--- config.mk ---
export PLATFORM = sky130hd
export DESIGN_NAME = spi_host_ctrl
export DESIGN_NICKNAME = d
export VERILOG_FILES = /design/src/rtl/spi_host_pkg.sv /design/src/rtl/byte_fifo.sv /design/src/rtl/spi_shifter.sv /design/src/rtl/spi_host_ctrl.sv
export SDC_FILE = /design/constraint.sdc
export NUM_CORES = 2
export LEC_CHECK = 0
export BUFFER_PORTS_ARGS = -buffer_cell sky130_fd_sc_hd__buf_4
export CELL_PAD_IN_SITES_DETAIL_PLACEMENT = 2
export CELL_PAD_IN_SITES_GLOBAL_PLACEMENT = 2
export CORE_MARGIN = 3
export CORE_UTILIZATION = 45
export CTS_BUF_LIST = sky130_fd_sc_hd__clkbuf_8
export DETAILED_ROUTE_END_ITERATION = 8
export GPL_TIMING_DRIVEN = 0
export PLACE_DENSITY_LB_ADDON = 0.1
export SLEW_MARGIN = 20
export SYNTH_ARGS = -nofsm -noshare
export SYNTH_HDL_FRONTEND = slang
export SYNTH_SLANG_ARGS = --single-unit
--- constraint.sdc ---
create_clock -name clk -period 6.5 [get_ports clk]
set_input_delay 0.325 -clock clk [delete_from_list [all_inputs] [get_ports clk]]
set_output_delay 0.325 -clock clk [all_outputs]
set_load 0.005 [all_outputs]
--- src/rtl/spi_host_pkg.sv ---
package spi_host_pkg;
  localparam logic [6:0] OFS_SOFTRST = 7'h40;
  localparam logic [6:0] OFS_CTRL    = 7'h60;
  localparam logic [6:0] OFS_STAT    = 7'h64;
  localparam logic [6:0] OFS_TXD     = 7'h68;
  localparam logic [6:0] OFS_RXD     = 7'h6C;
  localparam logic [6:0] OFS_SEL     = 7'h70;
  localparam logic [6:0] OFS_TXOCC   = 7'h74;
  localparam logic [6:0] OFS_RXOCC   = 7'h78;

  localparam int CTL_TXFLUSH = 5;
  localparam int CTL_RXFLUSH = 6;
  localparam int CTL_INHIBIT = 8;

  localparam logic [31:0] SOFTRST_KEY = 32'h0000_000A;
  localparam logic [31:0] EMPTY_WORD  = 32'hDEAD_BEEF;

  typedef struct packed {
    logic stored;
    logic full;
    logic overrun;
    logic drained;
  } spi_evt_t;
endpackage

--- src/rtl/byte_fifo.sv ---
module byte_fifo #(
  parameter int W     = 8,
  parameter int DEPTH = 256
) (
  input  logic                       clk,
  input  logic                       rst,
  input  logic                       flush,
  input  logic                       push,
  input  logic [W-1:0]               din,
  input  logic                       pop,
  output logic [W-1:0]               dout,
  output logic                       full,
  output logic                       empty,
  output logic [$clog2(DEPTH):0]     count
);
  localparam int AW = $clog2(DEPTH);
  localparam int CW = AW + 1;

  logic [W-1:0]  mem [DEPTH];
  logic [AW-1:0] wr_ptr, rd_ptr;
  logic [CW-1:0] cnt_q;
  logic          do_push, do_pop;

  assign empty   = (cnt_q == '0);
  assign full    = (cnt_q == CW'(DEPTH));
  assign do_pop  = pop && !empty;
  assign do_push = push && (!full || do_pop);
  assign dout    = mem[rd_ptr];
  assign count   = cnt_q;

  // storage has no reset so it can map onto RAM
  always_ff @(posedge clk) begin
    if (do_push && !flush)
      mem[wr_ptr] <= din;
  end

  always_ff @(posedge clk) begin
    if (rst || flush) begin
      wr_ptr <= '0;
      rd_ptr <= '0;
      cnt_q  <= '0;
    end else begin
      if (do_push) wr_ptr <= wr_ptr + 1'b1;
      if (do_pop)  rd_ptr <= rd_ptr + 1'b1;
      case ({do_push, do_pop})
        2'b10:   cnt_q <= cnt_q + 1'b1;
        2'b01:   cnt_q <= cnt_q - 1'b1;
        default: cnt_q <= cnt_q;
      endcase
    end
  end
endmodule

--- src/rtl/spi_shifter.sv ---
module spi_shifter #(
  parameter int DIV = 2
) (
  input  logic       clk,
  input  logic       rst,
  input  logic       start,
  input  logic [7:0] tx_byte,
  input  logic       miso,
  output logic       busy,
  output logic       done,
  output logic [7:0] rx_byte,
  output logic       sclk,
  output logic       mosi
);
  localparam int DCW = (DIV > 1) ? $clog2(DIV) : 1;

  logic [DCW-1:0] div_cnt;
  logic [2:0]     bit_cnt;
  logic [7:0]     tx_sh, rx_sh;
  logic           sclk_q, busy_q, done_q;

  assign sclk = sclk_q;
  assign mosi = tx_sh[7];
  assign busy = busy_q;
  assign done = done_q;

  always_ff @(posedge clk) begin
    if (rst) begin
      div_cnt <= '0;
      bit_cnt <= '0;
      tx_sh   <= '0;
      rx_sh   <= '0;
      rx_byte <= '0;
      sclk_q  <= 1'b0;
      busy_q  <= 1'b0;
      done_q  <= 1'b0;
    end else begin
      done_q <= 1'b0;
      if (!busy_q) begin
        if (start) begin
          busy_q  <= 1'b1;
          tx_sh   <= tx_byte;
          bit_cnt <= '0;
          div_cnt <= '0;
          sclk_q  <= 1'b0;
        end
      end else if (div_cnt == DCW'(DIV - 1)) begin
        div_cnt <= '0;
        if (!sclk_q) begin
          sclk_q <= 1'b1;
          rx_sh  <= {rx_sh[6:0], miso};
        end else begin
          sclk_q <= 1'b0;
          if (bit_cnt == 3'd7) begin
            busy_q  <= 1'b0;
            done_q  <= 1'b1;
            rx_byte <= rx_sh;
          end else begin
            bit_cnt <= bit_cnt + 1'b1;
            tx_sh   <= {tx_sh[6:0], 1'b0};
          end
        end
      end else begin
        div_cnt <= div_cnt + 1'b1;
      end
    end
  end
endmodule

--- src/rtl/spi_host_ctrl.sv ---
module spi_host_ctrl
  import spi_host_pkg::*;
#(
  parameter int DEPTH  = 256,
  parameter int DIV    = 2,
  parameter int NUM_SS = 2
) (
  input  logic              clk,
  input  logic              rst,
  input  logic              reg_wr,
  input  logic              reg_rd,
  input  logic [6:0]        reg_addr,
  input  logic [31:0]       reg_wdata,
  output logic [31:0]       reg_rdata,
  output logic              sclk,
  output logic              mosi,
  input  logic              miso,
  output logic [NUM_SS-1:0] ss_n,
  output logic              ev_rx_stored,
  output logic              ev_rx_full,
  output logic              ev_rx_overrun,
  output logic              ev_tx_drained
);
  localparam int CW = $clog2(DEPTH) + 1;

  logic          soft_req, rst_all, ctl_wr;
  logic          tx_flush, rx_flush, tx_push, rx_pop, rx_pop_eff;
  logic          inhibit_q;
  logic [NUM_SS-1:0] sel_q;
  logic [7:0]    tx_head, rx_head, eng_rx;
  logic          tx_full, tx_empty, rx_full, rx_empty;
  logic [CW-1:0] tx_cnt, rx_cnt;
  logic          eng_busy, eng_done, eng_start;
  spi_evt_t      evt_d, evt_q;

  assign soft_req = reg_wr && (reg_addr == OFS_SOFTRST) && (reg_wdata == SOFTRST_KEY);
  assign rst_all  = rst || soft_req;
  assign ctl_wr   = reg_wr && (reg_addr == OFS_CTRL);
  assign tx_flush = ctl_wr && reg_wdata[CTL_TXFLUSH];
  assign rx_flush = ctl_wr && reg_wdata[CTL_RXFLUSH];
  assign tx_push  = reg_wr && (reg_addr == OFS_TXD);
  assign rx_pop   = reg_rd && (reg_addr == OFS_RXD);
  assign rx_pop_eff = rx_pop && !rx_empty;

  // a new byte starts only when idle, uninhibited and not racing a control write
  assign eng_start = !eng_busy && !inhibit_q && !tx_empty && !ctl_wr;

  byte_fifo #(.W(8), .DEPTH(DEPTH)) u_txq (
    .clk(clk), .rst(rst_all), .flush(tx_flush),
    .push(tx_push), .din(reg_wdata[7:0]),
    .pop(eng_start), .dout(tx_head),
    .full(tx_full), .empty(tx_empty), .count(tx_cnt)
  );

  byte_fifo #(.W(8), .DEPTH(DEPTH)) u_rxq (
    .clk(clk), .rst(rst_all), .flush(rx_flush),
    .push(eng_done), .din(eng_rx),
    .pop(rx_pop), .dout(rx_head),
    .full(rx_full), .empty(rx_empty), .count(rx_cnt)
  );

  spi_shifter #(.DIV(DIV)) u_eng (
    .clk(clk), .rst(rst_all), .start(eng_start), .tx_byte(tx_head),
    .miso(miso), .busy(eng_busy), .done(eng_done), .rx_byte(eng_rx),
    .sclk(sclk), .mosi(mosi)
  );

  always_comb begin
    evt_d.stored  = eng_done && !rx_flush && (!rx_full || rx_pop_eff);
    evt_d.overrun = eng_done && !rx_flush && rx_full && !rx_pop_eff;
    evt_d.full    = evt_d.stored && !rx_pop_eff && (rx_cnt == CW'(DEPTH - 1));
    evt_d.drained = eng_done && tx_empty;
  end

  always_ff @(posedge clk) begin
    if (rst_all) begin
      evt_q     <= '0;
      inhibit_q <= 1'b0;
      sel_q     <= '1;
    end else begin
      evt_q <= evt_d;
      if (ctl_wr)
        inhibit_q <= reg_wdata[CTL_INHIBIT];
      if (reg_wr && (reg_addr == OFS_SEL))
        sel_q <= reg_wdata[NUM_SS-1:0];
    end
  end

  always_ff @(posedge clk) begin
    if (rst) begin
      reg_rdata <= '0;
    end else if (reg_rd) begin
      case (reg_addr)
        OFS_CTRL:  reg_rdata <= 32'(inhibit_q) << CTL_INHIBIT;
        OFS_STAT:  reg_rdata <= {28'd0, tx_full, tx_empty, rx_full, rx_empty};
        OFS_RXD:   reg_rdata <= rx_empty ? EMPTY_WORD : {24'd0, rx_head};
        OFS_SEL:   reg_rdata <= 32'(sel_q);
        OFS_TXOCC: reg_rdata <= 32'(tx_cnt);
        OFS_RXOCC: reg_rdata <= 32'(rx_cnt);
        default:   reg_rdata <= '0;
      endcase
    end
  end

  assign ss_n          = sel_q;
  assign ev_rx_stored  = evt_q.stored;
  assign ev_rx_full    = evt_q.full;
  assign ev_rx_overrun = evt_q.overrun;
  assign ev_tx_drained = evt_q.drained;
endmodule

== Word level (Yosys, flattened, before mapping) ==
Memory sizes are Yosys's and may differ from the RTL's. A register that Yosys moved wholly into a read port is not among the register bits.
Index checks and enable logic that the tools add are counted.
Cells by class
  add/sub/neg operators: 10
  equality and inequality tests: 20
  multiplexer cells: 34
  bitwise operators: 3
  reduce and logical (&&, ||, !) cells: 49
Operator list (count)
  32-bit case mux with 6 select lines: 1
  8-bit two-way mux: 9
  7-bit equality test (second input constant): 8
  9-bit case mux with 2 select lines: 2
  8-bit by 1-bit adder with 8-bit output (second input constant): 4
  32-bit by 4-bit equality test with 1-bit output (second input constant): 1
  32-bit two-way mux: 1
  1-bit logical AND: 24
  9-bit by 1-bit adder with 9-bit output (second input constant): 2
  9-bit equality test (second input constant): 2
  9-bit zero test: 2
  9-bit by 1-bit subtractor with 9-bit output (second input constant): 2
  1-bit two-way mux: 16
  3-bit two-way mux: 5
  1-bit zero test: 10
  9-bit by 8-bit equality test with 1-bit output (second input constant): 1
  4-bit AND reduction: 2
  2-bit nonzero test: 3
  1-bit logical OR: 5
  2-bit by 1-bit equality test with 1-bit output (second input constant): 2
  2-bit equality test (second input constant): 2
  2-bit by 1-bit inequality test with 1-bit output (second input constant): 2
  4-bit OR reduction: 1
  3-bit by 1-bit adder with 3-bit output (second input constant): 1
  other kinds (6): 8
Word-level totals
  register bits: 120
  RAM bits: 4096
  logic and storage cells: 139
  memories kept: 2
Memory list
  u_rxq.mem: words 256, bits a word 8, rd ports 1, clocked after memory_dff 1, wr ports 1, RTL line byte_fifo.sv:19  | logic [W-1:0] mem [DEPTH];
  u_txq.mem: words 256, bits a word 8, rd ports 1, clocked after memory_dff 1, wr ports 1, RTL line byte_fifo.sv:19

== Longest topological paths before layout ==
  depth after elaboration: 10
  mapped depth: 15
  mapped depth without buffers: 13

== Modules after synthesis ==
A second synthesis with hierarchy kept.
Unflattened totals
  cells, all modules: 7763
  area, all modules: 163414.2 um^2
By module, submodules not included
  byte_fifo at u_rxq: instances 1, cells each 3702, area an instance 80539.7 um^2, seq. area each 62159.6 um^2
  byte_fifo at u_txq: instances 1, cells each 3768, area an instance 80263.2 um^2, seq. area each 62159.6 um^2
  spi_host_ctrl: instances 1, cells each 162, area an instance 1308.8 um^2, seq. area each 340.3 um^2
  spi_shifter: instances 1, cells each 131, area an instance 1302.5 um^2, seq. area each 620.6 um^2

== Worst setup path before layout ==
No wires, ideal clock.
  path kind: reg-to-reg
  start: reg u_eng.rx_byte[0]
  end: mem u_rxq.mem[0][0], data pin
  setup time: 0.856 ns
  arrival: 3.397 ns
  data required time: 5.644 ns
  setup slack: 2.247 ns
  cell stages (with the launch flop): 1
  path buffers: 0
  period minus slack after synthesis: 4.253 ns
  cells stage by stage: dfxtp_1
RTL lines
  from (decl): RTL line spi_shifter.sv:11  | output logic [7:0] rx_byte,
  from (signal assigned): RTL line spi_shifter.sv:57  | rx_byte <= rx_sh;
  to (decl): RTL line byte_fifo.sv:19
No word-level cell before the write port.

==> run_results.csv <==
group,metric,value,unit
place,gp_congestion,0.9682,
power_and_ir_drop,pwr-share-seq,51.1,%
timing,clock_skew,108.2,ps
detailed_routing,antenna_left,0,
synthesis,synth-async-reset-ratio,0,%
timing,slew_violations,0,
clocking,clkSinkCount,4210,
worst_setup_path,crit_required,7690,ps
power_and_ir_drop,p_sw_share,26.38,%
synthesis,ys_types,73,
worst_hold_path,min_to,"u_txq.mem[38][1]",
worst_setup_path,cp_slowest_stage_delay,880,ps
outcome,status,"completed",
worst_setup_path,path_class,"reg2reg",
global_route,grtUsageMet1,40.19,%
global_route,grt_max_degree,129,
worst_setup_path,path_max_fanout,10,
timing,post-route-period-util,95.64,%
clocking,cts_hold_buf,39,
power_and_ir_drop,switching_power,15320,uW
floorplanning,die_x,609.0,um
place,dpl.hpwl,424.1,mm
power_and_ir_drop,p_leak,0.05749,uW
clocking,h-tree-depth,6,
timing,min_period,6216,ps
clocking,cts_resized,0,
timing,grt_setup_unrepaired,"false",
cells_and_area,fin_cells,14059,
synthesis,synth-main-ff-cell,"edfxtp_1",
worst_hold_path,hold_class,"in2reg",
timing,hold_slack,107.5,ps
timing,setup_viol,0,
floorplanning,std_cell_rows,220,
power_and_ir_drop,power_frac_clock,37.8,%
worst_setup_path,crit_path_top_delay_cell,"nor2_1",
detailed_routing,drtIter0Drc,11156,
place,io_buffers,76,
timing,worst_pin_slew,1339,ps
synthesis,yosys_register_bits,4210,
synthesis,synth_edf_count,4096,
floorplanning,start_util,45.37,%
clocking,cts_setup_buffers,0,
floorplanning,die-area,0.3709,mm2
cells_and_area,syn_to_final_growth,13.18,%
worst_setup_path,worst-path-buf-inv,3,
floorplanning,die_height,609.0,um
global_route,grtUsageMet2,54.38,%
timing,max_freq,0.1609,GHz
run,drv_cap,0,
detailed_routing,drc,0,
cells_and_area,final_util,51.36,%
detailed_routing,vias_per_cell,6.387,
global_route,grtUsageTotal,33.07,%
worst_setup_path,worstPathArrival,7410,ps
worst_setup_path,r2r_slack,280,ps
synthesis,syn_avg_cell_area,20.81,um2
clocking,cts_tree,"yes",
power_and_ir_drop,irDropWorstVdd,0.0002504,V
synthesis,syn_area,0.1636,mm2
timing,fin_setup_tns,0,ps
global_route,antenna_found_initial,21,
power_and_ir_drop,intPower,42770,uW
floorplanning,design.core.area,0.3606,mm2
power_and_ir_drop,p_per_area,313.7,mW/mm2
worst_setup_path,r2r-end,"reg_rdata[6]",
worst_setup_path,reg2reg_depth,10,
global_route,use_met3,5.765,%
worst_setup_path,crit_chain,"clkbuf_1 -> buf_2 -> buf_2 -> nand2_1 -> nor2_1 -> a221oi_1 -> nand3_1 -> nand4_1 -> nand4_1 -> a221o_1",
clocking,cts_buffers,701,
detailed_routing,wl_per_cell,43.81,um
power_and_ir_drop,combPwrFrac,11.1,%
detailed_routing,num_vias,89796,
place,dpl.cell_count,12790,
clocking,cts_root_buffer,"clkbuf_8",
synthesis,ys_warn_count,0,
clocking,clockBufferDepth,4,
place,dpl-instance-area,0.1722,mm2
detailed_routing,drt_first_pass_iters,6,
cells_and_area,final_cell_area,0.1852,mm2
detailed_routing,wl,615.9,mm
floorplanning,pin_count,84,
worst_setup_path,end_kind,"flip-flop",
worst_hold_path,min-delay-start,"reg_wdata[1]",
global_route,top_usage_layer,"met2",
clocking,clk_pin_slew,60,ps
timing,relSlewSlack,8.414,%
worst_setup_path,critPathLaunchType,"flip-flop",
global_route,grt_pass1_wl,838.8,mm
synthesis,ys_seq_area_share,76.57,%
clocking,clk_latency,1260,ps
cells_and_area,drive_gt1_share,26.14,%
timing,hold_violations,0,
cells_and_area,nFillCells,31108,
synthesis,netlist_instances,7862,
global_route,first_global_vias,95863,
worst_setup_path,cp_top_family,"simple AND/OR/NAND/NOR gates",
worst_hold_path,holdPathStages,2,
global_route,grt_overflow,0,
cells_and_area,num-nets-final,8833,
[logic make-up (layout without fill, tap and decap cells)]
| kind of cell | Yosys count | after routing | share of synthesized area [%] |
|---|---|---|---|
| flip-flops | 4210 | 4210 | 76.57 |
| multiplexers | 1283 | 1283 | 15.72 |
| AND/OR/NAND/NOR | 1221 | 1221 | 3.308 |
| AO/OA/AOI/OAI | 577 | 577 | 2.491 |
| buffers and inverters | 503 | 1913 | 1.478 |
| XOR/XNOR | 37 | 37 | 0.1981 |
| adder cells (fa/ha/maj) | 30 | 30 | 0.2386 |
| other | 1 | 15 | 0.002292 |
[area by class of cell]
cell class	count	area [um2]	area share (%)
Tap cell	4773	5972	3.225
Multi-Input combinational cell	3154	36080	19.48
Clock buffer	727	10010	5.403
Inverter	20	75.07	0.04054
Timing Repair Buffer	189	2738	1.478
Buffer	483	2470	1.334
Clock inverter	494	2511	1.356
Antenna cell	9	22.52	0.01216
Sequential cell	4210	125300	67.67
[cell usage after synthesis (all sizes together) (10+ instances only)]
cell type / number / area share, %
inv: 19 / 0.044
a22o: 13 / 0.070
buf: 245 / 0.89
clkbuf: 238 / 0.55
nand2: 184 / 0.42
dfxtp: 114 / 1.4
a31oi: 23 / 0.088
a22oi: 205 / 0.94
o22ai: 24 / 0.092
a2111oi: 19 / 0.10
o21ai: 49 / 0.15
mux4: 1025 / 14
and3: 21 / 0.080
a211oi: 31 / 0.14
xor2: 20 / 0.11
a21oi: 97 / 0.30
xnor2: 17 / 0.091
nand2b: 28 / 0.11
ha: 28 / 0.21
o2111ai: 12 / 0.064
nor2b: 41 / 0.16
nand4: 47 / 0.18
nor3: 30 / 0.095
a311oi: 10 / 0.054
nor3b: 18 / 0.086
nand3: 134 / 0.41
mux2i: 220 / 1.3
nor2: 657 / 1.5
edfxtp: 4096 / 75
mux2: 38 / 0.26
a221oi: 31 / 0.17
and2: 12 / 0.046
nor4: 15 / 0.057
[sequential cells by signal, indices dropped and copies added (netlist names), 2 cells and up, named ones only]
name / count
u_rxq.mem: 2048
u_txq.mem: 2048
reg_rdata: 10
u_rxq.count: 9
u_txq.count: 9
u_eng.rx_byte: 8
u_eng.rx_sh: 8
u_eng.tx_sh: 8
u_rxq.rd_ptr: 8
u_rxq.wr_ptr: 8
u_txq.rd_ptr: 8
u_txq.wr_ptr: 8
u_eng.bit_cnt: 3
ss_n: 2
[worst max path at each step]
stage | start | endpoint | slack (ps) | cells after the start
6_report | flip-flop | reg_rdata[6] | 280 | 10
5_1_grt | reg_addr[1] | u_rxq.count[8] | 240 | 17
4_1_cts | flip-flop | reg_rdata[2] | 610 | 9
3_5_place_dp | reg_addr[2] | u_txq.count[8] | 430 | 15
3_3_place_gp | u_eng.rx_byte[6] | u_rxq.mem[158][6] | -2380 | 0
2_1_floorplan | u_eng.rx_byte[0] | u_rxq.mem[0][0] | 2250 | 0
[cells in the final DEF (no fill, tap or decap), types with 31 or more instances in the layout]
cell type | Yosys | routed
nand4_1 | 47 | 47
dfxtp_1 | 114 | 106
clkbuf_2 | 0 | 80
nor2_2 | 0 | 35
buf_2 | 109 | 131
a22oi_1 | 205 | 205
clkinv_2 | 0 | 59
clkbuf_1 | 238 | 158
nand3_1 | 134 | 133
edfxtp_1 | 4096 | 4096
mux2_2 | 38 | 38
dlygate4sd3_1 | 0 | 37
mux2i_1 | 220 | 220
nand2_1 | 184 | 184
nor2_1 | 657 | 622
a21oi_1 | 97 | 97
a221oi_1 | 31 | 31
buf_4 | 85 | 159
nor2b_1 | 41 | 40
buf_16 | 0 | 46
o21ai_0 | 49 | 47
mux4_2 | 1025 | 1025
inv_1 | 18 | 255
clkinv_1 | 1 | 147
clkbuf_8 | 0 | 727
[layer usage]
metal / vias up / routed length [um]
li1: 34572 / -
met1: 48956 / 222500
met2: 4833 / 301900
met3: 1423 / 42810
met4: 12 / 48640
met5: - / 100
[per-stage QoR]
stage / worst slack [ps] / power [uW]
3_3_place_gp: -2384 / 36470
6_report: 283.7 / 58090
5_1_grt: 244.5 / 59650
2_1_floorplan: 2247 / 33840
4_1_cts: 614.6 / 58350
3_5_place_dp: 427.3 / 36640
[power groups by stage]
stage,registers [uW],clock network (uW),logic (uW)
CTS,29700,22200,6470
detailed placement,30200,0,6420
floorplan,30200,0,3640
finish,29700,22000,6470
global route,29600,23300,6660
global placement,30200,0,6230
[worst reg2reg max path: cells and delay by family (launching register included)]
kind | cells | cell delay, ps
simple gates | 5 | 3180
buf+inv | 3 | 2100
flops | 1 | 450
compound gates | 2 | 430
No activity file was read; power rests on OpenSTA's default activity.
